## src/rtl/pwm_pkg.sv

```systemverilog
package pwm_pkg;
  // Control word geometry; enable and update positions are fixed by software.
  localparam int CTRL_W  = 32;
  localparam int EN_BIT  = 31;
  localparam int UPD_BIT = 30;
endpackage

```

## src/rtl/pwm_ctrl_reg.sv

```systemverilog
module pwm_ctrl_reg
  import pwm_pkg::*;
#(
  parameter int ACC_W = 16,
  parameter int DIV_W = 8
) (
  input  logic              clk,
  input  logic              rst_n,
  input  logic              wr_en,
  input  logic [CTRL_W-1:0] wr_data,
  input  logic              wrap,
  output logic              en,
  output logic              pending,
  output logic [ACC_W-1:0]  base_act,
  output logic [DIV_W-1:0]  div_act,
  output logic [CTRL_W-1:0] rd_data
);
  localparam int FIELD_TOP = DIV_W + ACC_W;

  logic [ACC_W-1:0] base_sh;
  logic [DIV_W-1:0] div_sh;
  logic             commit;
  logic             unused_hi;

  assign unused_hi = ^wr_data[UPD_BIT-1:FIELD_TOP];

  // A period boundary, or no running period at all, lets staged values in.
  assign commit = pending && (wrap || !en);

  always_ff @(posedge clk or negedge rst_n) begin
    if (!rst_n) begin
      en      <= 1'b0;
      base_sh <= '0;
      div_sh  <= '0;
    end else if (wr_en) begin
      en      <= wr_data[EN_BIT];
      base_sh <= wr_data[DIV_W +: ACC_W];
      div_sh  <= wr_data[DIV_W-1:0];
    end
  end

  always_ff @(posedge clk or negedge rst_n) begin
    if (!rst_n) begin
      pending <= 1'b0;
    end else if (wr_en && wr_data[UPD_BIT]) begin
      pending <= 1'b1;
    end else if (commit) begin
      pending <= 1'b0;
    end
  end

  always_ff @(posedge clk or negedge rst_n) begin
    if (!rst_n) begin
      base_act <= '0;
      div_act  <= '0;
    end else if (commit) begin
      base_act <= base_sh;
      div_act  <= div_sh;
    end
  end

  always_comb begin
    rd_data                    = '0;
    rd_data[EN_BIT]            = en;
    rd_data[UPD_BIT]           = pending;
    rd_data[DIV_W +: ACC_W]    = base_sh;
    rd_data[DIV_W-1:0]         = div_sh;
  end
endmodule

```

## src/rtl/pwm_phase_acc.sv

```systemverilog
module pwm_phase_acc #(
  parameter int ACC_W = 16
) (
  input  logic             clk,
  input  logic             rst_n,
  input  logic             en,
  input  logic [ACC_W-1:0] step,
  output logic [ACC_W-1:0] acc,
  output logic             wrap
);
  logic [ACC_W:0] sum;

  assign sum  = {1'b0, acc} + {1'b0, step};
  assign wrap = en && sum[ACC_W];

  always_ff @(posedge clk or negedge rst_n) begin
    if (!rst_n) begin
      acc <= '0;
    end else if (!en) begin
      acc <= '0;
    end else begin
      acc <= sum[ACC_W-1:0];
    end
  end
endmodule

```

## src/rtl/pwm_duty_cmp.sv

```systemverilog
module pwm_duty_cmp #(
  parameter int ACC_W = 16,
  parameter int DIV_W = 8
) (
  input  logic             en,
  input  logic [ACC_W-1:0] acc,
  input  logic [DIV_W-1:0] thresh,
  output logic             level
);
  logic [DIV_W-1:0] top_bits;

  assign top_bits = acc[ACC_W-1 -: DIV_W];
  assign level    = en && (top_bits >= thresh);
endmodule

```

## src/rtl/pwm_phase_gen.sv

```systemverilog
module pwm_phase_gen
  import pwm_pkg::*;
#(
  parameter int ACC_W = 16,
  parameter int DIV_W = 8
) (
  input  logic              clk,
  input  logic              rst_n,
  input  logic              wr_en,
  input  logic [CTRL_W-1:0] wr_data,
  output logic [CTRL_W-1:0] rd_data,
  output logic              pwm_out
);
  logic             en_q;
  logic             pend_q;
  logic             wrap;
  logic [ACC_W-1:0] base_act;
  logic [DIV_W-1:0] div_act;
  logic [ACC_W-1:0] acc_q;

  pwm_ctrl_reg #(.ACC_W(ACC_W), .DIV_W(DIV_W)) u_reg (
    .clk      (clk),
    .rst_n    (rst_n),
    .wr_en    (wr_en),
    .wr_data  (wr_data),
    .wrap     (wrap),
    .en       (en_q),
    .pending  (pend_q),
    .base_act (base_act),
    .div_act  (div_act),
    .rd_data  (rd_data)
  );

  pwm_phase_acc #(.ACC_W(ACC_W)) u_acc (
    .clk   (clk),
    .rst_n (rst_n),
    .en    (en_q),
    .step  (base_act),
    .acc   (acc_q),
    .wrap  (wrap)
  );

  pwm_duty_cmp #(.ACC_W(ACC_W), .DIV_W(DIV_W)) u_cmp (
    .en     (en_q),
    .acc    (acc_q),
    .thresh (div_act),
    .level  (pwm_out)
  );
endmodule

```

## config.mk

```make
export PLATFORM = sky130hd
export DESIGN_NAME = pwm_phase_gen
export DESIGN_NICKNAME = d
export VERILOG_FILES = /design/src/rtl/pwm_pkg.sv /design/src/rtl/pwm_ctrl_reg.sv /design/src/rtl/pwm_phase_acc.sv /design/src/rtl/pwm_duty_cmp.sv /design/src/rtl/pwm_phase_gen.sv
export SDC_FILE = /design/constraint.sdc
export NUM_CORES = 1
export LEC_CHECK = 0
export BUFFER_PORTS_ARGS = -buffer_cell sky130_fd_sc_hd__buf_2
export CORE_MARGIN = 1.5
export CORE_UTILIZATION = 50
export DETAILED_ROUTE_END_ITERATION = 8
export GPL_ROUTABILITY_DRIVEN = 1
export HOLD_SLACK_MARGIN = 0.08
export MAX_ROUTING_LAYER = met4
export PLACE_DENSITY = 0.77
export SYNTH_ARGS = -nofsm -noshare
export SYNTH_HDL_FRONTEND = slang
export SYNTH_SLANG_ARGS = --single-unit
export TNS_END_PERCENT = 1
```

## constraint.sdc

```tcl
create_clock -name clk -period 4.06 [get_ports clk]
set_clock_uncertainty 0.15 [all_clocks]
set_input_delay 0.609 -clock clk [delete_from_list [all_inputs] [get_ports clk]]
set_output_delay 0.609 -clock clk [all_outputs]
set_load 0.1 [all_outputs]
```

# After elaboration in Yosys (flattened, before gate mapping)
# Index checks and enable logic that the tools add are counted.
[totals]
reg_bits = 66
input_bits = 35
output_inout_bits = 33
wordCells = 19
[op_classes]
addsub = 1
magnitude_cmp = 1
mux = 3
n_reduce_logical = 7
[op_table]
columns = ["cell", "count"]
rows = [
  ["$add A16 B16 Y17", 1],
  ["$mux W16", 1],
  ["$ge A8 B8 Y1", 1],
  ["$logic_and A1 B1 Y1", 4],
  ["$mux W1", 2],
  ["$reduce_bool A2 Y1", 1],
  ["$logic_not A1 Y1", 1],
  ["$logic_or A1 B1 Y1", 1],
]

# Logic depth before layout (Yosys ltp)
# Gate-level depths: netlist of run 1.
[logic_depth]
ltp_word = 6
ltp_mapped = 8
depth_no_buf = 7

# By module
# From an unflattened synthesis of run 1, not the netlist that was laid out.
[unflattened]
hier_cells = 276
hier_area_um2 = 3343.2
[by_module_without_submodules]
columns = ["mod", "instances", "cells_per_inst", "area_each_um2", "seq_area_each_um2"]
rows = [
  ["pwm_ctrl_reg", 1, 118, 1938.1, 1251.2],
  ["pwm_phase_acc", 1, 131, 1212.4, 400.4],
  ["pwm_duty_cmp", 1, 27, 192.7, 0.0],
]

# Least setup slack after synthesis of run 1
# Ideal clock, no wire load.
[synth_path]
path_type = "register to register"
from = "register u_reg.base_act[0]"
to = "register u_reg.base_act[0]"
setup_time_ns = 0.126
t_arrival_ns = 2.264
t_required_ns = 3.784
path_slack_ns = 1.520
stages_incl_launch_ff = 9
path_buffers = 1
period_less_slack_ns = 2.540
path_cell_list = "dfrtp_1 -> ha_1 -> fa_1 -> a21o_1 -> a21oi_2 -> o31a_1 -> o41ai_4 -> buf_6 -> mux2_4"
[synth_via]
elab_chain_cells = 4
[synth_lines]
columns = ["element", "line_no", "source"]
rows = [
  ["from (decl)", "pwm_ctrl_reg.sv:14", "output logic [ACC_W-1:0] base_act,"],
  ["from (signal assigned)", "pwm_ctrl_reg.sv:57", "base_act <= base_sh;"],
  ["$add A16 B16 Y17", "pwm_phase_acc.sv:13", "assign sum = {1'b0, acc} + {1'b0, step};"],
  ["$logic_and A1 B1 Y1", "pwm_phase_acc.sv:14", "assign wrap = en && sum[ACC_W];"],
  ["$logic_or A1 B1 Y1", "pwm_ctrl_reg.sv:28", "assign commit = pending && (wrap || !en);"],
  ["$logic_and A1 B1 Y1", "pwm_ctrl_reg.sv:28", ""],
]
# No other way between the ends.
# A chain may end at the register's enable or synchronous reset.

# Worst setup path after layout of run 1
[layout_path]
from = "register u_reg.div_act[0]"
to = "output pwm_out"
[layout_via]
elab_chain_cells = 2
[layout_lines]
columns = ["element", "line_no", "source"]
rows = [
  ["from (decl)", "pwm_ctrl_reg.sv:15", "output logic [DIV_W-1:0] div_act,"],
  ["from (signal assigned)", "pwm_ctrl_reg.sv:58", "div_act <= div_sh;"],
  ["$ge A8 B8 Y1", "pwm_duty_cmp.sv:13", "assign level = en && (top_bits >= thresh);"],
  ["$logic_and A1 B1 Y1", "pwm_duty_cmp.sv:13", ""],
  ["to (decl)", "pwm_phase_gen.sv:12", "output logic pwm_out"],
]
# No other way between the ends.

==> qor.txt, run 1 <==
Pwr Total -> 3.31 mW
Max Root-Sink Buffers -> 2
Final setup viols -> 0
Routability cong. -> 0.894
Min Tclk post-route -> 3.04 ns
Number of global-route vias before repair -> 2243
H-Tree Depth -> 3
Drt first pass iters -> 4
Pleak -> 1.99 nW
Port Buf Inserts -> 55
Worst EP required -> 3.30 ns
Post-synth EDFFs -> 0
Yosys cell types -> 42
Cts repair resizes -> 0
Hold Buf Count CTS -> 0
CTS clk-pin slew, worst paths -> 0.08 ns
Overall routing resource usage -> 0.195
Rows -> 30
Initial Util -> 0.516
Cells after DPL -> 412
Cells after synthesis -> 289
Critical Path Fanout Max -> 2
Layout Nets -> 403
ANT nets after route -> 0
Final core occ -> 0.593
Clock insertion delay at the later pin of the skew report -> 0.35 ns
Initial antenna violation count -> 0
Initial drt markers -> 98
Drc violations -> 0
Reg2reg setup slack -> 1.17 ns
Worst setup SP type -> flop
Worst VDD drop -> 413 uV
Placement Setup Slack -> 1.18 ns
CTS tree -> yes
Post-route setup slack -> 1.02 ns
I/O Pins -> 68
RR Endpoint -> u_reg.div_act[3]
Relative max-transition margin -> 0.538
Worst Max-Slew Pin Slew -> 0.693 ns
Fin Hold WS -> 0.149 ns
Dpl cell area -> 3790 um^2
DR vias -> 2331
Setup CP Type -> reg -> out
CORE AREA -> 6760 um^2
Die ar. -> 7490 um^2
Max-cap viol count -> 0
Setup TNS -> 0 ns
First-pass GRT wire length -> 10700 um
Outcome -> finished clean
Ratio of cells with drive above 1 in the final layout -> 0.356
Hold Path Class -> in -> async
Vias per cell -> 5.45
FILL cells -> 581
CP arrival -> 2.28 ns
Grt total ovfl -> 0
Largest net degree at the start of global routing -> 32
TritonCTS Buffers -> 9
Async SR Flop Fraction -> 1.00
Critical Path End Type -> output pin
Seq/Total Area, Yosys -> 0.473
Slew Limit Fails -> 0
Final Cycle Share -> 0.748
Max Fclk -> 0.329 GHz
Mapped cell area -> 3490 um^2
Final instance area -> 4010 um^2
CTS Root Cell -> clkbuf_8
Mapped Avg Cell Area -> 12.1 um^2
WL/cell -> 14.6 um
Reg2Reg Launch Point -> u_reg.base_act[0]
Die H -> 86.5 um
DPL Wire Length -> 4590 um
Hold Fails Final Rpt -> 0
Layout Cells excl Fill -> 428
Synthesized flop and latch total -> 66
Postcts setup bufs -> 0
Ys flop type -> dfrtp_1
Drt total wl -> 6260 um
YS warnings -> 0
ANT cells -> 0
Die X-Extent -> 86.5 um
P per Cell Area -> 825 nW/um^2
CTS Sinks -> 66
Depth of the most critical reg-to-reg path -> 8
RSZ-0062 raised after global routing -> no
Layout Area Growth over Synthesis -> 14.9%
cells in the final DEF (no fill, tap or decap), drive strengths merged, types with 3 or more instances in the layout:
cell type,instances
dfrtp,66
buf,59
mux2,48
ha,24
nand2,17
a21oi,17
inv,13
clkbuf,12
nor2,10
o21ai,7
a21o,6
nand2b,6
conb,6
nand3,5
o211ai,4
nand4,4
nor3,4
mux2i,4
xor2,4
a211oi,3
xnor2,3
layout make-up:
class / count / area, um^2 / area share
Multi-Input combinational cell: 194 / 1680 / 0.420
Clock inverter: 4 / 75.1 / 0.0187
Sequential cell: 66 / 1650 / 0.412
Inverter: 13 / 48.8 / 0.0122
Clock buffer: 12 / 145 / 0.0362
Tap cell: 80 / 100 / 0.0250
Timing Repair Buffer: 59 / 305 / 0.0762
metal layers:
layer  vias up  global-route usage  wire length (um)
met4         0              0.0850               114
met2        60               0.276              2810
met3        12              0.0524               307
met5         -                   -                 0
li1       1140                   -                 -
met1      1119               0.264              3030
power breakdown:
group	switching (mW)	leakage, nW	internal [mW]
registers	0.136	0.797	0.871
clock network	0.251	0.103	0.363
logic	0.982	1.09	0.705
worst max-delay path, stage by stage (launching register included):
cell and delay, ns:
dfrtp_1 0.40, ha_1 0.28, nand2b_1 0.14, a21o_1 0.17
a211oi_1 0.33, o21ai_0 0.17, o211a_1 0.15, buf_2 0.29
flip-flops by register name, indices dropped and copies added, names as in the netlist:
name	flops
u_reg.div_act	8
u_reg.div_sh	8
u_reg.base_act	16
u_reg.en	1
u_reg.base_sh	16
u_reg.pending	1
u_acc.acc	16
synth_stat cells, types with 5 or more instances:
cell type,instances,share of area
a21o_1,6,0.013
a21oi_1,16,0.023
buf_4,8,0.017
clkbuf_1,10,0.011
dfrtp_1,66,0.47
ha_1,24,0.086
inv_1,13,0.014
mux2_2,28,0.090
mux2_4,20,0.086
nand2_1,17,0.018
nand2b_1,6,0.011
nand3_1,5,0.0072
nor2_1,10,0.011
o21ai_0,7,0.010
logic make-up (layout without fill, tap and decap cells):
group           Yosys count  after routing  synth area share
flops                    66             66             0.473
compound gates           54             54             0.111
mux                      52             52             0.188
simple gates             50             50            0.0674
buf+inv                  34             88            0.0498
fa+ha+maj                25             25            0.0918
xor+xnor                  7              7            0.0176
other cells               1              6           0.00107
worst max-delay path by stage:
stage / slack [ns] / end / startpoint / cells past startpoint
after global routing: 0.96 / pwm_out / u_reg.div_act[0] / 7
after detailed placement: 1.18 / u_reg.div_act[1] / u_reg.base_act[0] / 8
final: 1.02 / pwm_out / u_reg.div_act[0] / 7
after floorplan: 1.52 / u_reg.base_act[0] / u_reg.base_act[0] / 8
after CTS: 1.03 / pwm_out / u_reg.div_act[0] / 7
after global placement: 1.22 / u_reg.base_act[11] / u_reg.base_act[0] / 8
Note: power is estimated with default switching activity, not from simulation.
==> run 2: changes to the inputs <==
--- a/config.mk
+++ b/config.mk
@@ -12,7 +12,7 @@
 export GPL_ROUTABILITY_DRIVEN = 1
 export HOLD_SLACK_MARGIN = 0.08
 export MAX_ROUTING_LAYER = met4
-export PLACE_DENSITY = 0.77
+export PLACE_DENSITY = 0.8
 export SYNTH_ARGS = -nofsm -noshare
 export SYNTH_HDL_FRONTEND = slang
 export SYNTH_SLANG_ARGS = --single-unit
==> constraint.sdc (replaced) <==
create_clock -name clk -period 2.7 [get_ports clk]
set_clock_uncertainty 0.15 [all_clocks]
set_input_delay 0.405 -clock clk [delete_from_list [all_inputs] [get_ports clk]]
set_output_delay 0.405 -clock clk [all_outputs]
set_load 0.1 [all_outputs]
==> qor.txt, run 2 (same netlist as run 1, synthesis figures left out) <==
CORE AREA -> 6760 um^2 (unchanged)
Outcome -> finished clean
Relative max-transition margin -> 0.592 (+0.0540)
P per Cell Area -> 1230 nW/um^2 (+49%)
Die H -> 86.5 um (unchanged)
Critical Path End -> u_reg.base_act[6]
Cells after DPL -> 417 (+1.2%)
Ratio of cells with drive above 1 in the final layout -> 0.370 (+0.0137)
CTS Sinks -> 66 (unchanged)
Final setup viols -> 0 (unchanged)
Setup CP Type -> reg -> reg
DR vias -> 2352 (+0.90%)
M2 GR Usage -> 0.298 (+0.0213)
Final instance area -> 4050 um^2 (+1.1%)
First-pass GRT wire length -> 10900 um (+1.2%)
Hold Fails Final Rpt -> 0 (unchanged)
Biggest regs -> u_acc.acc (16), u_reg.base_act (16), u_reg.base_sh (16)
Most common cell after layout, fill and taps aside -> dfrtp_1
Min Tclk post-route -> 2.60 ns
Vias per cell -> 5.42 (-0.49%)
Reg2Reg Launch Point -> u_reg.base_act[0]
Worst setup SP type -> flop
RR Endpoint -> u_reg.base_act[6]
Slew Limit Fails -> 0 (unchanged)
CTS Root Cell -> clkbuf_8
Layout Cells excl Fill -> 434 (+1.4%)
Drt total wl -> 6390 um (+2.1%)
Worst EP required -> 2.78 ns (-0.52 ns)
I/O Pins -> 68 (unchanged)
Critical Path End Type -> flop
RSZ-0062 raised after global routing -> yes
Postcts setup bufs -> 0 (unchanged)
CTS clk-pin slew, worst paths -> 0.08 ns (about the same)
Overall routing resource usage -> 0.197 (+0.00193)
Worst Max-Slew Pin Slew -> 0.612 ns (-0.0809 ns)
Grt total ovfl -> 0 (unchanged)
Die ar. -> 7490 um^2 (unchanged)
Critical Path Fanout Max -> 9 (+7)
Met3 Resource Use GR -> 0.0457 (-0.00667)
Hold Path Class -> in -> reg
Clock insertion delay at the later pin of the skew report -> 0.35 ns (about the same)
Largest net degree at the start of global routing -> 33 (+3.1%)
CP arrival -> 2.67 ns (+0.39 ns)
Start point of the critical path -> u_reg.base_act[0]
Max Root-Sink Buffers -> 2 (unchanged)
Pwr Total -> 4.97 mW (+50%)
ANT cells -> 0 (unchanged)
Rows -> 30 (unchanged)
GR met1 Demand/Resource -> 0.256 (-0.00774)
Initial Util -> 0.516 (unchanged)
Die X-Extent -> 86.5 um (unchanged)
CTS tree -> yes
Routability cong. -> 0.877 (-1.9%)
Initial drt markers -> 106 (+8.2%)
Max-cap viol count -> 0 (unchanged)
Worst VDD drop -> 548 uV (+33%)
Pleak -> 2.01 nW (+1.1%)
Depth of the most critical reg-to-reg path -> 8 (unchanged)
Dpl cell area -> 3830 um^2 (+0.99%)
Most frequent cells in the layout -> 66 x dfrtp_1, 54 x buf_2, 28 x mux2_2
Initial antenna violation count -> 0 (unchanged)
Final Cycle Share -> 0.963
H-Tree Depth -> 3 (unchanged)
DPL Wire Length -> 4700 um (+2.5%)
Reg2reg setup slack -> 0.10 ns (-1.07 ns)
Drt first pass iters -> 4 (unchanged)
ANT nets after route -> 0 (unchanged)
Drc violations -> 0 (unchanged)
Layout Nets -> 409 (+1.5%)
WL/cell -> 14.7 um (+0.70%)
GR peak layer -> met2
Layout Area Growth over Synthesis -> 16.1%
TritonCTS Buffers -> 9 (unchanged)
Port Buf Inserts -> 55 (unchanged)
Max Fclk -> 0.385 GHz
Fin Hold WS -> 0.129 ns (-0.0202 ns)
Number of global-route vias before repair -> 2375 (+5.9%)
[run 2: layout make-up]
class | instances | area [um^2]
flip-flops and latches | 66 | 1650
repair buffers | 65 | 363
multi-input cells | 194 | 1690
clock buffers | 12 | 145
well taps | 80 | 100
clock inverters | 4 | 51.3
fillers | 586 | 2710
inverters | 13 | 48.8
[run 2: through the flow]
| step | setup TNS [ns] | worst slack [ns] | util |
|---|---|---|---|
| global placement | 0 | 0.137 | 0.566 |
| detailed placement | 0 | 0.0840 | 0.566 |
| finish | 0 | 0.101 | 0.600 |
| floorplan | 0 | 0.160 | - |
| global route | -0.0444 | -0.0144 | 0.600 |
| CTS | 0 | 0.00633 | 0.597 |
[run 2: power by group]
part	switching, mW	internal, mW	total (mW)
Clock	0.369	0.452	0.821
Combinational	1.50	1.13	2.63
Sequential	0.203	1.31	1.51
[run 2: timing repair]
| item | 4_1_cts | 5_1_grt |
|---|---|---|
| resized for setup | 1 | 5 |
| hold endpoints to repair | 66 | 0 |
| hold buffers | 1 | 0 |
| setup endpoints to repair | 1 | 21 |
[run 2: worst min path at each step]
stage                            from           endpoint  slack (ns)  cells after the start
after floorplan                 rst_n       u_acc.acc[0]       -0.04                      0
final                     wr_data[18]  u_reg.base_sh[10]        0.13                      2
after global routing       wr_data[8]   u_reg.base_sh[0]        0.13                      2
after detailed placement        rst_n    u_reg.div_sh[6]        0.06                      1
after CTS                 wr_data[18]  u_reg.base_sh[10]        0.12                      2
after global placement          rst_n    u_reg.div_sh[6]        0.06                      1
[run 2: metal layers]
layer  wire length, um  part of all wire
met5                 0                 0
met4               123             0.019
met3               235             0.037
met2              2990              0.47
met1              3040              0.48
[run 2: worst max-delay path: stages (launching register included)]
cell,delay (ns)
dfrtp_1,0.37
ha_1,0.23
fa_2,0.26
a21o_1,0.14
a21oi_2,0.07
o31a_1,0.32
o41ai_4,0.32
buf_4,0.27
mux2_2,0.36
